==> config.mk <==
export PLATFORM = sky130hd
export DESIGN_NAME = prio_intc
export DESIGN_NICKNAME = d
export VERILOG_FILES = /design/src/rtl/prio_intc_pkg.sv /design/src/rtl/prio_intc_src.sv /design/src/rtl/prio_intc_arb.sv /design/src/rtl/prio_intc_stack.sv /design/src/rtl/prio_intc.sv
export SDC_FILE = /design/constraint.sdc
export NUM_CORES = 2
export LEC_CHECK = 0
export BUFFER_PORTS_ARGS = -buffer_cell sky130_fd_sc_hd__buf_4
export CORE_MARGIN = 10
export CORE_UTILIZATION = 39
export CTS_CLUSTER_SIZE = 25
export DETAILED_ROUTE_END_ITERATION = 12
export PLACE_DENSITY = 0.61
export SYNTH_ARGS = -nofsm -noshare
export SYNTH_HDL_FRONTEND = slang
export SYNTH_SLANG_ARGS = --single-unit
==> constraint.sdc <==
create_clock -name clk -period 62.3 [get_ports clk]
set_clock_uncertainty 0.15 [all_clocks]
set_input_delay 6.23 -clock clk [delete_from_list [all_inputs] [get_ports clk]]
set_output_delay 6.23 -clock clk [all_outputs]
set_load 0.02 [all_outputs]
==> src/rtl/prio_intc_pkg.sv <==
package prio_intc_pkg;
  localparam int DATA_W = 32;
  localparam int ADDR_W = 9;
  localparam int PRIO_W = 3;
  localparam int ID_W   = 5;

  // bit 0 selects latch-on-edge, bit 1 selects the active-high polarity
  typedef enum logic [1:0] {
    KIND_LVL_LO  = 2'b00,
    KIND_EDG_FAL = 2'b01,
    KIND_LVL_HI  = 2'b10,
    KIND_EDG_RIS = 2'b11
  } src_kind_e;

  typedef struct packed {
    logic [PRIO_W-1:0] prio;
    src_kind_e         kind;
  } src_mode_t;

  typedef struct packed {
    logic [PRIO_W-1:0] prio;
    logic [ID_W-1:0]   id;
  } nest_ent_t;

  localparam logic [ADDR_W-1:0] OFS_NVEC = 9'h100;
  localparam logic [ADDR_W-1:0] OFS_FVEC = 9'h104;
  localparam logic [ADDR_W-1:0] OFS_STAT = 9'h108;
  localparam logic [ADDR_W-1:0] OFS_PEND = 9'h10C;
  localparam logic [ADDR_W-1:0] OFS_MASK = 9'h110;
  localparam logic [ADDR_W-1:0] OFS_CORE = 9'h114;
  localparam logic [ADDR_W-1:0] OFS_EN   = 9'h120;
  localparam logic [ADDR_W-1:0] OFS_DIS  = 9'h124;
  localparam logic [ADDR_W-1:0] OFS_CLR  = 9'h128;
  localparam logic [ADDR_W-1:0] OFS_SET  = 9'h12C;
  localparam logic [ADDR_W-1:0] OFS_EOI  = 9'h130;
  localparam logic [ADDR_W-1:0] OFS_SPUR = 9'h134;
endpackage

==> src/rtl/prio_intc_src.sv <==
module prio_intc_src
  import prio_intc_pkg::*;
(
  input  logic      clk,
  input  logic      rst_n,
  input  logic      raw_i,
  input  src_kind_e kind_i,
  input  logic      set_i,
  input  logic      clr_i,
  output logic      pend_o
);
  // smp_q[1] is the synchronised input, smp_q[2] its previous value
  logic [2:0] smp_q, smp_d;
  logic       latch_q, latch_d;
  logic       edge_hit;

  always_comb begin
    smp_d = {smp_q[1:0], raw_i};
    unique case (kind_i)
      KIND_EDG_RIS: edge_hit = smp_q[1] & ~smp_q[2];
      KIND_EDG_FAL: edge_hit = ~smp_q[1] & smp_q[2];
      default:      edge_hit = 1'b0;
    endcase
    if (kind_i[0]) latch_d = edge_hit | set_i | (latch_q & ~clr_i);
    else           latch_d = 1'b0;
    if (kind_i[0])      pend_o = latch_q;
    else if (kind_i[1]) pend_o = smp_q[1];
    else                pend_o = ~smp_q[1];
  end

  always_ff @(posedge clk or negedge rst_n) begin
    if (!rst_n) begin
      smp_q   <= '0;
      latch_q <= 1'b0;
    end else begin
      smp_q   <= smp_d;
      latch_q <= latch_d;
    end
  end
endmodule

==> src/rtl/prio_intc_arb.sv <==
module prio_intc_arb
  import prio_intc_pkg::*;
#(
  parameter int NSRC = 32
) (
  input  logic [NSRC-1:0]             cand_i,
  input  logic [NSRC-1:0][PRIO_W-1:0] prio_i,
  input  logic                        busy_i,
  input  logic [PRIO_W-1:0]           level_i,
  output logic                        req_o,
  output logic [ID_W-1:0]             win_id_o,
  output logic [PRIO_W-1:0]           win_prio_o
);
  logic              found;
  logic [ID_W-1:0]   best_id;
  logic [PRIO_W-1:0] best_prio;

  // descending scan with >= lets the lower index take a tie
  always_comb begin
    found     = 1'b0;
    best_id   = '0;
    best_prio = '0;
    for (int i = NSRC - 1; i >= 0; i--) begin
      if (cand_i[i] && (!busy_i || prio_i[i] > level_i) &&
          (!found || prio_i[i] >= best_prio)) begin
        found     = 1'b1;
        best_id   = ID_W'(i);
        best_prio = prio_i[i];
      end
    end
    req_o      = found;
    win_id_o   = best_id;
    win_prio_o = best_prio;
  end
endmodule

==> src/rtl/prio_intc_stack.sv <==
module prio_intc_stack
  import prio_intc_pkg::*;
#(
  parameter  int DEPTH = 8,
  localparam int CNT_W = $clog2(DEPTH + 1)
) (
  input  logic             clk,
  input  logic             rst_n,
  input  logic             push_i,
  input  logic             pop_i,
  input  nest_ent_t        ent_i,
  output nest_ent_t        top_o,
  output logic             busy_o,
  output logic [CNT_W-1:0] depth_o
);
  nest_ent_t        mem_q [DEPTH];
  logic [CNT_W-1:0] cnt_q, cnt_d;
  logic             do_push, do_pop;

  always_comb begin
    do_push = push_i && (cnt_q != CNT_W'(DEPTH));
    do_pop  = pop_i && !push_i && (cnt_q != '0);
    cnt_d   = cnt_q;
    if (do_push)     cnt_d = cnt_q + CNT_W'(1);
    else if (do_pop) cnt_d = cnt_q - CNT_W'(1);
    top_o = '0;
    for (int k = 0; k < DEPTH; k++) begin
      if (cnt_q == CNT_W'(k + 1)) top_o = mem_q[k];
    end
  end

  always_ff @(posedge clk or negedge rst_n) begin
    if (!rst_n) cnt_q <= '0;
    else        cnt_q <= cnt_d;
  end

  for (genvar k = 0; k < DEPTH; k++) begin : g_slot
    always_ff @(posedge clk or negedge rst_n) begin
      if (!rst_n)                                mem_q[k] <= '0;
      else if (do_push && cnt_q == CNT_W'(k))    mem_q[k] <= ent_i;
    end
  end

  assign busy_o  = (cnt_q != '0);
  assign depth_o = cnt_q;
endmodule

==> src/rtl/prio_intc.sv <==
module prio_intc
  import prio_intc_pkg::*;
#(
  parameter int NSRC = 32,
  parameter int NEST = 8
) (
  input  logic              clk,
  input  logic              rst_n,
  input  logic [NSRC-1:0]   src_i,
  input  logic [ADDR_W-1:0] bus_addr,
  input  logic [DATA_W-1:0] bus_wdata,
  input  logic              bus_we,
  input  logic              bus_re,
  output logic [DATA_W-1:0] bus_rdata,
  output logic              norm_irq_o,
  output logic              fast_irq_o
);
  localparam int CNT_W = $clog2(NEST + 1);

  // reset: asserted asynchronously, released on the clock
  logic [1:0] rst_pipe_q;
  logic       rst_core_n;
  always_ff @(posedge clk or negedge rst_n) begin
    if (!rst_n) rst_pipe_q <= 2'b00;
    else        rst_pipe_q <= {rst_pipe_q[0], 1'b1};
  end
  assign rst_core_n = rst_pipe_q[1];

  // address decode
  logic            in_mode, in_vec;
  logic [ID_W-1:0] slot;
  logic            cmd_clr, cmd_set, nack, fack, eoi;
  assign in_mode = (bus_addr[ADDR_W-1:ADDR_W-2] == 2'b00);
  assign in_vec  = (bus_addr[ADDR_W-1:ADDR_W-2] == 2'b01);
  assign slot    = bus_addr[ID_W+1:2];
  assign cmd_clr = bus_we && (bus_addr == OFS_CLR);
  assign cmd_set = bus_we && (bus_addr == OFS_SET);
  assign eoi     = bus_we && (bus_addr == OFS_EOI);

  src_mode_t                   mode_all [NSRC];
  logic [DATA_W-1:0]           vec_all  [NSRC];
  logic [NSRC-1:0][PRIO_W-1:0] prio_all;
  logic [NSRC-1:0]             pend_all;
  logic [NSRC-1:0]             en_q, en_d;
  logic [DATA_W-1:0]           spur_q;
  src_mode_t                   mode_wr;
  logic                        arb_req;
  logic [ID_W-1:0]             win_id;
  logic [PRIO_W-1:0]           win_prio;
  nest_ent_t                   stk_top;
  logic                        stk_busy;
  logic [CNT_W-1:0]            stk_depth;

  always_comb begin
    mode_wr.prio = bus_wdata[PRIO_W-1:0];
    mode_wr.kind = src_kind_e'(bus_wdata[6:5]);
  end

  assign nack = bus_re && (bus_addr == OFS_NVEC) && arb_req;
  assign fack = bus_re && (bus_addr == OFS_FVEC) && fast_irq_o;

  for (genvar g = 0; g < NSRC; g++) begin : g_src
    src_mode_t         mode_r;
    logic [DATA_W-1:0] vec_r;
    logic              hit, clr_g;
    assign hit   = (int'(slot) == g);
    assign clr_g = (cmd_clr && bus_wdata[g]) || (nack && win_id == ID_W'(g)) ||
                   (g == 0 && fack);

    always_ff @(posedge clk or negedge rst_core_n) begin
      if (!rst_core_n) begin
        mode_r <= '0;
        vec_r  <= '0;
      end else begin
        if (bus_we && in_mode && hit) mode_r <= mode_wr;
        if (bus_we && in_vec && hit)  vec_r  <= bus_wdata;
      end
    end

    prio_intc_src u_src (
      .clk   (clk),
      .rst_n (rst_core_n),
      .raw_i (src_i[g]),
      .kind_i(mode_r.kind),
      .set_i (cmd_set && bus_wdata[g]),
      .clr_i (clr_g),
      .pend_o(pend_all[g])
    );

    assign mode_all[g] = mode_r;
    assign vec_all[g]  = vec_r;
    assign prio_all[g] = mode_r.prio;
  end

  // mask commands
  always_comb begin
    en_d = en_q;
    if (bus_we && bus_addr == OFS_EN)       en_d = en_q | bus_wdata[NSRC-1:0];
    else if (bus_we && bus_addr == OFS_DIS) en_d = en_q & ~bus_wdata[NSRC-1:0];
  end

  always_ff @(posedge clk or negedge rst_core_n) begin
    if (!rst_core_n) begin
      en_q   <= '0;
      spur_q <= '0;
    end else begin
      en_q <= en_d;
      if (bus_we && bus_addr == OFS_SPUR) spur_q <= bus_wdata;
    end
  end

  // source 0 is excluded from normal arbitration
  prio_intc_arb #(.NSRC(NSRC)) u_arb (
    .cand_i    (pend_all & en_q & ~NSRC'(1)),
    .prio_i    (prio_all),
    .busy_i    (stk_busy),
    .level_i   (stk_top.prio),
    .req_o     (arb_req),
    .win_id_o  (win_id),
    .win_prio_o(win_prio)
  );

  prio_intc_stack #(.DEPTH(NEST)) u_stack (
    .clk    (clk),
    .rst_n  (rst_core_n),
    .push_i (nack),
    .pop_i  (eoi),
    .ent_i  ('{prio: win_prio, id: win_id}),
    .top_o  (stk_top),
    .busy_o (stk_busy),
    .depth_o(stk_depth)
  );

  assign norm_irq_o = arb_req;
  assign fast_irq_o = pend_all[0] && en_q[0];

  always_comb begin
    bus_rdata = '0;
    if (in_mode) begin
      if (int'(slot) < NSRC)
        bus_rdata = DATA_W'({mode_all[slot].kind, 2'b00, mode_all[slot].prio});
    end else if (in_vec) begin
      if (int'(slot) < NSRC) bus_rdata = vec_all[slot];
    end else begin
      unique case (bus_addr)
        OFS_NVEC: bus_rdata = arb_req ? vec_all[win_id] : spur_q;
        OFS_FVEC: bus_rdata = fast_irq_o ? vec_all[0] : spur_q;
        OFS_STAT: bus_rdata = stk_busy ? DATA_W'(stk_top.id) : '0;
        OFS_PEND: bus_rdata = DATA_W'(pend_all);
        OFS_MASK: bus_rdata = DATA_W'(en_q);
        OFS_CORE: bus_rdata = DATA_W'({norm_irq_o, fast_irq_o});
        OFS_SPUR: bus_rdata = spur_q;
        default:  bus_rdata = '0;
      endcase
    end
  end
endmodule

# Word level (Yosys, flattened, before mapping)
# Cells that the tools add are included.
# W data, S select, Z words.
[word_totals]
wordCells = 1281
regBits = 1446
in_bits = 77
out_inout_bits = 34
[classes]
n_bitwise = 262
order_cmp = 63
n_reduce_logical = 378
n_addsub = 2
eq_ne = 148
muxes = 248
[op_table]
columns = ["operator", "n"]
rows = [
  ["$bmux W32 S5", 2],
  ["$mux W32", 10],
  ["$logic_and A1 B1 Y1", 245],
  ["$pmux W32 S7", 1],
  ["$mux W5", 34],
  ["$eq A5 B5 Y1 const B", 32],
  ["$mux W1", 127],
  ["$eq A9 B9 Y1 const B", 12],
  ["$and A1 B1 Y1", 96],
  ["$not A1 Y1", 96],
  ["$logic_or A1 B1 Y1", 94],
  ["$gt A3 B3 Y1", 31],
  ["$mux W3", 31],
  ["$ge A3 B3 Y1", 30],
  ["$eq A5 B4 Y1 const B", 16],
  ["$eq A2 B1 Y1 const B", 33],
  ["$and A32 B32 Y32", 2],
  ["$eq A2 B2 Y1 const B", 32],
  ["$mux W8", 8],
  ["$or A1 B1 Y1", 64],
  ["$pmux W1 S2", 32],
  ["$eq A5 B3 Y1 const B", 8],
  ["$logic_not A1 Y1", 32],
  ["$not A32 Y32", 1],
  ["other kinds (19)", 32],
]

# Logic depth before layout (Yosys ltp)
[depth]
word_depth = 141
ltp_mapped = 253
ltp_nobuf = 243

# Modules after synthesis
# From an unflattened synthesis, not the netlist that was laid out.
[hier_totals]
cells_unflattened = 6156
hier_area_um2 = 82870.7
[by_module_without_submodules]
columns = ["module", "area_each_um2", "seq_area_each_um2", "cells_each", "instances"]
rows = [
  ["prio_intc", 66901.7, 31280.0, 4427, 1],
  ["prio_intc_arb", 7633.6, 0.0, 1077, 1],
  ["prio_intc_src", 151.4, 100.1, 11, 32],
  ["prio_intc_stack", 3490.8, 1701.6, 300, 1],
]

# Worst setup path after synthesis
# OpenSTA, ideal clock, no wires.
[synth_path]
path_type = "register -> output"
startpoint = "register u_stack.cnt_q[0] (netlist: u_stack.depth_o[0])"
endpoint = "output port bus_rdata[26]"
t_arrival_ns = 46.517
path_buffers = 12
slack_ns = 9.403
path_stages_with_launch = 236
t_required_ns = 55.920
cell_sequence = "dfrtp_1 ha_1 clkbuf_2 clkbuf_1 clkbuf_1 o21ai_0 a222oi_1 nor3_1 a21oi_1 nor2_1 a221oi_1 ha_1 nand2_1 nor2_1 nor4_1 and2_1 nor3_1 ha_1 [200 not listed] a211o_1 a21boi_0 ha_1 nand2b_1 a21oi_1 nor2b_1 o31ai_1 o311ai_0 a41oi_1 or2_2 buf_2 buf_2 buf_2 clkbuf_1 o22ai_1 a31oi_1 o22ai_1 o31ai_1"
[synth_between]
elab_chain_len = 141
word_cells_on_any_way = 331
cone_classes = "order compare: 61; eq/ne: 8; mux: 107; bitwise: 1; reduce/logical: 154"
[synth_lines]
columns = ["element", "line", "text"]
rows = [
  ["start, declared", "prio_intc_stack.sv:17", "logic [CNT_W-1:0] cnt_q, cnt_d;"],
  ["start signal, assigned", "prio_intc_stack.sv:34", "else cnt_q <= cnt_d;"],
  ["$eq A4 B1 Y1", "prio_intc_stack.sv:28", "if (cnt_q == CNT_W'(k + 1)) top_o = mem_q[k];"],
  ["$mux W8 (8 in a row)", "prio_intc_stack.sv:28", ""],
  ["$gt A3 B3 Y1", "prio_intc_arb.sv:24", "if (cand_i[i] && (!busy_i || prio_i[i] > level_i) &&"],
  ["$logic_or A1 B1 Y1", "prio_intc_arb.sv:24", ""],
  ["$logic_and A1 B1 Y1", "prio_intc_arb.sv:24", ""],
  ["$mux W3 or $mux W1 (tied branches)", "prio_intc_arb.sv:24", ""],
  ["$ge A3 B3 Y1 or $logic_not A1 Y1 (tied branches)", "prio_intc_arb.sv:25", "(!found || prio_i[i] >= best_prio)) begin"],
  ["$logic_or A1 B1 Y1", "prio_intc_arb.sv:25", ""],
  ["[117 not listed]", "n/a", ""],
  ["$mux W5", "prio_intc_arb.sv:24", ""],
  ["$not A5 Y6 (implied by the code)", "prio_intc.sv:146", "OFS_NVEC: bus_rdata = arb_req ? vec_all[win_id] : spur_q;"],
  ["$bmux W32 S5", "prio_intc.sv:146", ""],
  ["$mux W32 (implied by the code) (2 in a row)", "prio_intc.sv:146", ""],
  ["$mux W32 (*)", "prio_intc.sv:146", ""],
  ["$pmux W32 S7 (*)", "prio_intc.sv:145", "unique case (bus_addr)"],
  ["$mux W32 (*)", "prio_intc.sv:142", "end else if (in_vec) begin"],
  ["$mux W32 (*)", "prio_intc.sv:139", "if (in_mode) begin"],
  ["end, declared", "prio_intc.sv:14", "output logic [DATA_W-1:0] bus_rdata,"],
]
# Mark *: on every way between the ends. The rest lies on a longest branch, timed or not. The select of a mux whose other input is x is not followed.

# Worst setup path after layout
[layout_path]
startpoint = "register u_stack.cnt_q[2] (netlist: u_stack.depth_o[2])"
endpoint = "output port bus_rdata[1]"
[layout_between]
elab_chain_len = 141
word_cells_on_any_way = 332
cone_classes = "order compare: 61; eq/ne: 8; mux: 108; bitwise: 1; reduce/logical: 154"
[layout_lines]
columns = ["element", "line"]
rows = [
  ["$eq A4 B1 Y1", "prio_intc_stack.sv:28"],
  ["$mux W8 (8 in a row)", "prio_intc_stack.sv:28"],
  ["$gt A3 B3 Y1", "prio_intc_arb.sv:24"],
  ["$logic_or A1 B1 Y1", "prio_intc_arb.sv:24"],
  ["$logic_and A1 B1 Y1", "prio_intc_arb.sv:24"],
  ["$mux W3 or $mux W1 (tied branches)", "prio_intc_arb.sv:24"],
  ["$ge A3 B3 Y1 or $logic_not A1 Y1 (tied branches)", "prio_intc_arb.sv:25"],
  ["$logic_or A1 B1 Y1", "prio_intc_arb.sv:25"],
  ["[117 not listed]", "n/a"],
  ["$mux W5", "prio_intc_arb.sv:24"],
  ["$not A5 Y6 (implied by the code)", "prio_intc.sv:146"],
  ["$bmux W32 S5", "prio_intc.sv:146"],
  ["$mux W32 (implied by the code) (2 in a row)", "prio_intc.sv:146"],
  ["$mux W32", "prio_intc.sv:146"],
  ["$pmux W32 S7 (*)", "prio_intc.sv:145"],
  ["$mux W32 (*)", "prio_intc.sv:142"],
  ["$mux W32 (*)", "prio_intc.sv:139"],
]
# Marked as above.

==> reports/metrics.csv <==
metric,value,unit
DRC violation count after routing,0,
post-route cell area,90700,sq um
number of sinks driven by the clock tree,1446,
number of clock buffers inserted by TritonCTS,163,
buffers added on ports,110,
pin count of the biggest net entering global routing,172,
count of boundary I/O pins,111,
floorplan core area,207000,sq um
Setup crit start kind,flop,
insertion delay of the later-clocked pin in the worst-skew pair,830,ps
fraction of synthesized area in multiplexers,0.283,
RSZ-0062 raised after global routing,no,
remaining number of nets flagged by the antenna check after routing,0,
minimum period implied by the final worst setup slack,58850,ps
wire per inst,32.7,microns
most frequent cell on the critical path,sky130_fd_sc_hd__ha_1,
via count of the first global-routing pass,63638,
critical path arrival,52470,ps
number of warnings issued by yosys,0,
Max Cap Viol,0,
post-synthesis adder-cell area fraction,0.0230,
worst setup path class,flop to output port,
most frequent cells in the layout,"1,445 x sky130_fd_sc_hd__dfrtp_1, 1,234 x sky130_fd_sc_hd__mux2_2, 800 x sky130_fd_sc_hd__nand2_1, 370 x sky130_fd_sc_hd__mux4_2, 293 x sky130_fd_sc_hd__nor2_1",
routed vias/inst,6.63,
Detailed Route Iter0 Violations,8221,
final clock period utilization by the worst path,0.945,
HPWL reported at the end of detailed placement,194000,microns
Final Hold Violating Endpoints,0,
layout overhead on the synthesized area,11.6,%
max-slew headroom at the worst pin,0.0290,
Die Outline Area,227000,sq um
"EDFF count, synth",0,
dominant combinational cell family by area after synthesis,multiplexers,
number of max-slew violations in the final report,0,
Async SR Flop Fraction,1.00,
path category of the worst min-delay check,flop to flop,
first-pass GRT wire length,463000,microns
Final TNS setup,0,ps
number of antenna violations at the first check in global routing,17,
Post-synth top flop,sky130_fd_sc_hd__dfrtp_1,
remaining global-route overflow,0,
stage delay of the slowest cell on the critical path,670,ps
row count,167,
register clock-pin slew on the reported worst setup and hold paths,60,ps
area fraction in compound gates after synthesis,0.127,
endpoint class of the critical path,output port,
length of the first detailed-routing pass in iterations,7,
floorplan die width,477,microns
number of levels in the clock H-tree,4,
maximum ir drop on the vdd rail,0.0366,mV
die extent in y,477,microns
Root Buffer Master,sky130_fd_sc_hd__clkbuf_16,
Max Clock Freq,17.0,MHz
Placed Area,84800,sq um
"Max stage delay cell, worst path",sky130_fd_sc_hd__dfrtp_1,
CTS Buffer Depth,3,
effective utilization at floorplan,0.392,
final standard cell utilization of the core,0.437,
xor and xnor fraction of the mapped netlist area,0.00388,
total via count after detailed routing,64934,
maximum fanout along the worst path,31,
CTS tree,done,
fraction of final layout cells sized beyond drive strength 1,0.326,
count of hold buffers inserted by post-cts repair,0,
Static Leak,39.6,nW
nets@finish,7080,
register area share after synthesis,0.445,
synthesized-area fraction occupied by and/or/nand/nor cells,0.0837,
slew at the pin closest to its max-slew limit,1460,ps
run status,"finished, final reports clean",
total global routing track utilization,0.272,
number of standard cells after synthesis,7030,
"most common cell after layout, fill and taps aside",sky130_fd_sc_hd__dfrtp_1,
critical path data required time,55920,ps
number of library cell types mapped by synthesis,116,
Synthesized Nets,7242,
Setup Viol. Count Final,0,
power density over cell area,29.1,nW/um^2
"FF+latch count, synth",1446,
gp weighted congestion,0.930,
post-synth design cell area,81300,sq um
Mean Syn Cell Area,11.6,sq um
Total Routed Length,320000,microns
[area by class of cell]
type / instances / area [sq um]
fill: 19108 / 117000
multi-input combinational: 4886 / 42800
sequential: 1446 / 36200
clock buffer: 252 / 5010
tap: 2788 / 3490
timing repair buffer: 275 / 2180
clock inverter: 49 / 642
inverter: 96 / 360
antenna: 8 / 20.0
[layer usage]
metal  GRT usage  vias up  wire (microns)
li1            -    26256               -
met1       0.357    33465          125000
met2       0.396     4112          136000
met3      0.0799     1091           36200
met4       0.164       10           22900
met5     0.00168        -             144
[where the power goes]
group | switching [W] | internal (W)
clock | 0.000416 | 0.000604
combinational | 0.000343 | 0.000206
sequential | 0.0000655 | 0.00101
total | 0.000824 | 0.00182
[synthesized netlist by cell type, drive strengths merged, types with 14 or more instances]
master   number  area, sq um
dfrtp      1446        36200
mux2       1235        13900
nand2       827         3100
clkbuf      371         1400
mux4        370         8330
nor2        317         1200
o22ai       258         1610
o21ai       235         1200
buf         232          973
a31oi       163         1040
a21oi       137          689
ha          135         1690
inv          95          357
nand3        87          435
mux2i        80          801
o211ai       74          561
nor3         65          353
a221oi       62          567
nand2b       54          338
a22o         46          403
a22oi        46          350
a21boi       42          315
a211oi       41          318
a21o         35          263
xor2         33          289
and2         28          175
a32oi        27          236
o21a         26          195
o221ai       26          228
and3         22          148
nor2b        22          138
o2111ai      22          193
o311ai       22          200
a222oi       21          210
nand4        21          131
o31ai        21          173
or2          20          125
maj3         18          181
or3          17          106
a2111oi      15          138
nor4         14         87.6
o22a         14          123
[state kept, by name, summed over array words and instances, names as in the netlist, named ones only]
register             count
g_src.mode_r           160
spur_q                  32
g_src.u_src.smp_q       96
u_stack.depth_o          4
u_stack.mem_q           64
g_src.u_src.latch_q     32
rst_pipe_q               2
g_src.vec_r           1024
[critical path: cells and delay by family, from the launching register on]
kind / cells / cell delay [ps]
multiplexers: 6 / 2250
flip-flops: 1 / 670
AND/OR/NAND/NOR: 90 / 16120
buffers and inverters: 9 / 1920
adder cells (fa/ha/maj): 32 / 8730
AO/OA/AOI/OAI: 93 / 21870
[metrics by stage]
| stage | worst slack [ps] | cells | total power, W | hold WS [ps] |
|---|---|---|---|---|
| final | 3450 | 9800 | 0.00264 | 198 |
| after global routing | 25.8 | 9793 | 0.00272 | 203 |
| after CTS | 1760 | 9787 | 0.00263 | 198 |
| after detailed placement | 2880 | 9486 | 0.00162 | 186 |
| after global placement | 4120 | 9486 | 0.00160 | 184 |
| after floorplan | 9400 | 7030 | 0.00142 | 181 |
[logic make-up after synthesis]
logic type,Yosys count
compound gates,1463
xor+xnor,36
fa+ha+maj,153
buf+inv,699
flops,1446
mux,1685
other cells,1
simple gates,1547
[what timing repair did]
action | 4_1_cts | 5_1_grt
buffers inserted | 0 | 4
endpoints found under the setup margin | 0 | 32
gates resized for setup | 0 | 32
[worst paths after layout]
check | from | endpoint | slack, ps | depth (start not counted)
setup / recovery | u_stack.depth_o[2] | bus_rdata[1] | 3450 | 230
hold / removal | g_src[8].u_src.smp_q[0] | g_src[8].u_src.smp_q[1] | 200 | 0
setup reg to reg | u_stack.depth_o[2] | g_src[10].u_src.latch_q | 11300 | 224
hold reg to reg | g_src[8].u_src.smp_q[0] | g_src[8].u_src.smp_q[1] | 200 | 0
max in group asynchronous | rst_pipe_q[1] | g_src[20].u_src.smp_q[0] | 56840 | 5
min in group asynchronous | rst_pipe_q[1] | g_src[25].vec_r[4] | 360 | 0
Power figures use the tool's default switching activity.
